<file path="config.mk">
export PLATFORM = sky130hd
export DESIGN_NAME = frac_n_divider
export DESIGN_NICKNAME = d
export VERILOG_FILES = /design/src/rtl/fnd_pkg.sv /design/src/rtl/fnd_phase_acc.sv /design/src/rtl/fnd_mod_counter.sv /design/src/rtl/frac_n_divider.sv
export SDC_FILE = /design/constraint.sdc
export NUM_CORES = 1
export LEC_CHECK = 0
export CORE_ASPECT_RATIO = 1.25
export CORE_MARGIN = 2
export CORE_UTILIZATION = 55
export DETAILED_ROUTE_END_ITERATION = 7
export DONT_BUFFER_PORTS = 1
export GPL_TIMING_DRIVEN = 0
export HOLD_SLACK_MARGIN = 0.03
export PLACE_DENSITY_LB_ADDON = 0.15
export SLEW_MARGIN = 30
export SYNTH_ARGS = -nofsm -noshare
export SYNTH_HDL_FRONTEND = slang
export SYNTH_SLANG_ARGS = --single-unit
</file>
<file path="constraint.sdc">
create_clock -name clk -period 3.8 [get_ports clk]
set_clock_uncertainty 0.05 [all_clocks]
set_input_delay 0.19 -clock clk [delete_from_list [all_inputs] [get_ports clk]]
set_output_delay 0.19 -clock clk [all_outputs]
set_load 0.02 [all_outputs]
</file>
<file path="src/rtl/fnd_pkg.sv">
package fnd_pkg;
  // Smallest modulus the counter can realise with a one-cycle pulse
  localparam int unsigned FND_MIN_MOD = 2;
endpackage

</file>
<file path="src/rtl/fnd_phase_acc.sv">
module fnd_phase_acc #(
  parameter int unsigned FRAC_W = 8
) (
  input  logic              clk,
  input  logic              rst,
  input  logic              step,
  input  logic [FRAC_W-1:0] frac_in,
  output logic              carry_nx_o,
  output logic              carry_o,
  output logic [FRAC_W-1:0] residue_o
);
  logic [FRAC_W:0]   sum;
  logic [FRAC_W-1:0] residue_q;
  logic              carry_q;

  // One extra bit catches the overflow past full scale
  assign sum        = {1'b0, residue_q} + {1'b0, frac_in};
  assign carry_nx_o = sum[FRAC_W];

  always_ff @(posedge clk) begin
    if (rst) begin
      residue_q <= '0;
      carry_q   <= 1'b0;
    end else if (step) begin
      residue_q <= sum[FRAC_W-1:0];
      carry_q   <= sum[FRAC_W];
    end
  end

  assign carry_o   = carry_q;
  assign residue_o = residue_q;

  AST_RES_HOLD: assert property (@(posedge clk) disable iff (rst)
    !step |=> $stable(residue_q));
  AST_CARRY_WRAP: assert property (@(posedge clk) disable iff (rst)
    step |=> (carry_q == (residue_q < $past(residue_q))));
  AST_ZERO_FRAC: assert property (@(posedge clk) disable iff (rst)
    (step && frac_in == '0) |=> !carry_q);
  AST_RESET_CLEAR: assert property (@(posedge clk)
    rst |=> (residue_q == '0 && !carry_q));
endmodule

</file>
<file path="src/rtl/fnd_mod_counter.sv">
module fnd_mod_counter #(
  parameter int unsigned CNT_W = 9
) (
  input  logic             clk,
  input  logic             rst,
  input  logic [CNT_W-1:0] load_val,
  output logic [CNT_W-1:0] cnt_o,
  output logic             term_o
);
  logic [CNT_W-1:0] cnt_q;

  assign term_o = (cnt_q == '0);

  // Counts down to zero, then reloads the length of the next period minus one
  always_ff @(posedge clk) begin
    if (rst || term_o) cnt_q <= load_val;
    else               cnt_q <= cnt_q - 1'b1;
  end

  assign cnt_o = cnt_q;

  AST_PULSE_SINGLE: assert property (@(posedge clk) disable iff (rst)
    term_o |=> !term_o);
endmodule

</file>
<file path="src/rtl/frac_n_divider.sv">
module frac_n_divider #(
  parameter int unsigned INT_W  = 8,
  parameter int unsigned FRAC_W = 8
) (
  input  logic              clk,
  input  logic              rst,
  input  logic [INT_W-1:0]  n_int,
  input  logic [FRAC_W-1:0] n_frac,
  output logic              div_pulse,
  output logic              carry,
  output logic [FRAC_W-1:0] residue
);
  import fnd_pkg::*;

  localparam int unsigned CNT_W = INT_W + 1;
  localparam logic [INT_W-1:0] MIN_MOD_V = INT_W'(FND_MIN_MOD);

  logic [INT_W-1:0] n_eff;
  logic [CNT_W-1:0] load_val;
  logic [CNT_W-1:0] cnt;
  logic             carry_nx;
  logic             term;

  // Clamp below the smallest realisable modulus
  assign n_eff = (n_int < MIN_MOD_V) ? MIN_MOD_V : n_int;

  // Next period length minus one; a carry swallows one more input cycle
  assign load_val = {1'b0, n_eff} + CNT_W'(carry_nx & ~rst) - CNT_W'(1);

  fnd_mod_counter #(.CNT_W(CNT_W)) u_count (
    .clk      (clk),
    .rst      (rst),
    .load_val (load_val),
    .cnt_o    (cnt),
    .term_o   (term)
  );

  fnd_phase_acc #(.FRAC_W(FRAC_W)) u_acc (
    .clk        (clk),
    .rst        (rst),
    .step       (term),
    .frac_in    (n_frac),
    .carry_nx_o (carry_nx),
    .carry_o    (carry),
    .residue_o  (residue)
  );

  assign div_pulse = term;

  AST_LONG_PERIOD: assert property (@(posedge clk) disable iff (rst)
    div_pulse |=> (cnt == {1'b0, $past(n_eff)} + CNT_W'(carry) - CNT_W'(1)));
  AST_FRESH_START: assert property (@(posedge clk)
    rst |=> (cnt == {1'b0, $past(n_eff)} - CNT_W'(1)));
endmodule

</file>
==> impl_metrics.py <==
metrics = {
    "place": {
        "dp_slack_ns": 0.670,
        "place.gp.congestion": 0.866,
        "hpwl_um": 1990,
        "port_buffers": 0,
        "dp_cells": 179,
    },
    "critical_path": {
        "rr_worst_depth": 10,
        "critPathMaxFanout": 4,
        "worstPathArrival_ns": 3.36,
        "crit_path_start_kind": "register",
        "endpoint_kind": "register",
        "worstReg2RegStart": "u_acc.residue_o[0]",
        "r2r_end": "u_count.cnt_o[5]",
        "critPathRequiredTime_ns": 3.98,
        "worst-setup-path-type": "register to register",
        "reg2reg_slack_ns": 0.62,
    },
    "sta": {
        "setup_tns_ns": 0,
        "finalMaxSlewViolations": 0,
        "slew_headroom": 0.505,
        "whs_ns": 0.0394,
        "max_freq_mhz": 315,
        "rsz0062_at_grt": "no",
        "setup_viol": 0,
        "min_period_over_period": 0.836,
        "layout_min_cycle_time_ns": 3.18,
        "setup_ws_ns": 0.622,
        "worst_slew_pin_slew_ns": 0.735,
        "finalHoldViolations": 0,
    },
    "power_and_ir_drop": {
        "p_int_uw": 304,
        "p_sw_frac": 0.293,
        "pwr-share-comb": 0.191,
        "irDropWorstVdd_mv": 0.237,
        "clkPwrFrac": 0.283,
        "total_power_uw": 430,
        "power_leakage_nw": 0.524,
        "powerDensity_nw_per_um2": 311,
        "seq_power_share": 0.526,
        "switchingPower_uw": 126,
    },
    "synthesis": {
        "netlist.area_leader.share": 0.285,
        "synth_nets": 179,
        "yosys_warnings": 0,
        "synth_top_cells_by_area": "dfxtp_1 28%, ha_1 12%, nand2_1 4.4%",
        "netlist_instances": 148,
        "synth_edf_count": 0,
        "ys_async_sr_fraction": 0,
        "ys.flop_type": "dfxtp_1",
        "synth_most_common_cell": "dfxtp_1",
        "avgSynthCellArea_sq_um": 8.56,
        "syn_area_sq_um": 1270,
        "ys_ff_latch": 18,
        "ys_types": 45,
        "yosys.area.top_type": "dfxtp_1",
        "yosys-top-cells-count": "18 x dfxtp_1, 15 x nand2_1, 15 x nor2_1",
        "yosysSeqAreaShare": 0.285,
    },
    "routing": {
        "first_pass_iters": 4,
        "postRouteAntennaNets": 0,
        "drt_wl_total_um": 2650,
        "drc": 0,
        "vias": 1111,
        "vias_per_cell": 5.94,
        "detail_route.wl_per_cell_um": 14.2,
        "drtIter0Drc": 17,
    },
    "floorplanning": {
        "coreArea_sq_um": 2190,
        "start_util": 0.579,
        "num_rows": 19,
        "die_y_um": 57.6,
        "die_x_um": 46.9,
        "num_io_pins": 28,
        "dieArea_sq_um": 2700,
    },
    "global_route": {
        "grt_overflow": 0,
        "grt_max_degree": 11,
        "grt_usage": 0.218,
        "grt_pass1_vias": 1088,
        "grt_pass1_wl_um": 4350,
        "antenna_found_initial": 0,
    },
    "cells_and_area": {
        "instances_no_fill": 187,
        "area_growth_pct": 9.09,
        "final_layout_size_suffix_gt1_frac": 0.0833,
        "antenna_cells": 0,
        "nets": 188,
        "fillers": 208,
    },
    "outcome": {
        "status": "finished clean",
    },
    "worst_hold_path": {
        "min-delay-start": "n_int[3]",
        "hold_path_end": "u_count.cnt_o[7]",
        "worst_hold_path.num_cells": 2,
        "worstHoldPathType": "primary input to register",
    },
    "clock_tree": {
        "cts.path.max_buffers": 2,
        "root_buffer": "clkbuf_4",
        "clock_latency_ns": 0.30,
        "cts_tree": "done",
        "ctsHtreeMaxLevel": 1,
        "path_clk_slew_ns": 0.11,
        "post-cts-setup-buffer-count": 0,
        "clock_sinks": 18,
        "cts_buffers": 3,
    },
    "flow_run": {
        "drv.max_cap_violation_count": 0,
    },
}
[state kept, by name, summed over array words and instances, names as in the netlist]
name	count
u_count.cnt_o	9
u_acc.carry_o	1
u_acc.residue_o	8
[cell usage in the layout, fill, tap and decap left out, drive strengths merged, types with 4 or more instances in the layout]
| cell | instances |
|---|---|
| dfxtp | 18 |
| nand2 | 16 |
| nor2 | 15 |
| ha | 12 |
| a21oi | 10 |
| o21ai | 8 |
| a211oi | 6 |
| clkbuf | 6 |
| or3 | 5 |
| xor2 | 5 |
| xnor2 | 5 |
| nand3 | 4 |
| dlygate4sd3 | 4 |
[layout make-up]
type	count	area, sq um	share of cell area
clock buffers	4	36.3	0.0263
flip-flops and latches	18	360	0.261
inverters	3	16.3	0.0118
multi-input cells	123	870	0.630
repair buffers	4	40.0	0.0290
well taps	31	38.8	0.0281
plain buffers	4	20.0	0.0145
[power groups by stage]
| stage | Sequential (mW) | Combinational [mW] | Clock (mW) |
|---|---|---|---|
| 2_1_floorplan | 0.226 | 0.0655 | 0 |
| 3_3_place_gp | 0.230 | 0.0759 | 0 |
| 3_5_place_dp | 0.230 | 0.0780 | 0 |
| 4_1_cts | 0.226 | 0.0813 | 0.126 |
| 5_1_grt | 0.229 | 0.0934 | 0.136 |
| 6_report | 0.226 | 0.0821 | 0.122 |
[per-stage QoR]
stage	util	area, sq um
floorplan	-	1270
global placement	0.597	1310
detailed placement	0.597	1310
CTS	0.627	1370
global route	0.632	1380
finish	0.632	1380
[critical path, stage by stage, from the launching register on]
cell and delay [ns]:
dfxtp_1 0.40, ha_1 0.26, fa_1 0.43, a211oi_1 0.44, o211ai_1 0.20, nand3_1 0.16
ha_1 0.17, or3b_2 0.49, nor3_1 0.23, a21oi_1 0.11, a22oi_1 0.16
[worst max-delay path by stage]
stage	startpoint	end	depth (start not counted)
2_1_floorplan	u_acc.residue_o[0]	u_count.cnt_o[5]	10
3_3_place_gp	u_acc.residue_o[0]	u_count.cnt_o[5]	10
3_5_place_dp	u_acc.residue_o[0]	u_count.cnt_o[5]	10
4_1_cts	u_acc.residue_o[0]	u_count.cnt_o[5]	10
5_1_grt	u_acc.residue_o[0]	u_count.cnt_o[5]	10
6_report	u_acc.residue_o[0]	u_count.cnt_o[5]	10
[metal layers]
metal	routed length, um	vias to the layer above	part of all wire	track usage
li1	-	569	-	-
met1	1070	515	0.40	0.243
met2	1430	22	0.54	0.387
met4	44	0	0.017	0.0913
met5	0	-	0	0
met3	104	5	0.039	0.0405
[kinds of logic (layout without fill, tap and decap cells)]
kind of cell / after synthesis / after routing / share of synthesized area
adder cells (fa/ha/maj): 13 / 13 / 0.134
multiplexers: 3 / 3 / 0.0237
AO/OA/AOI/OAI: 39 / 39 / 0.206
AND/OR/NAND/NOR: 58 / 58 / 0.254
buffers and inverters: 7 / 15 / 0.0287
XOR/XNOR: 10 / 10 / 0.0692
flip-flops: 18 / 18 / 0.285
[repair_timing]
item,CTS,global route
gates resized for setup,0,0
endpoints found under the hold margin,3,1
hold buffers,3,1
Note: power is estimated with default switching activity, not from simulation.
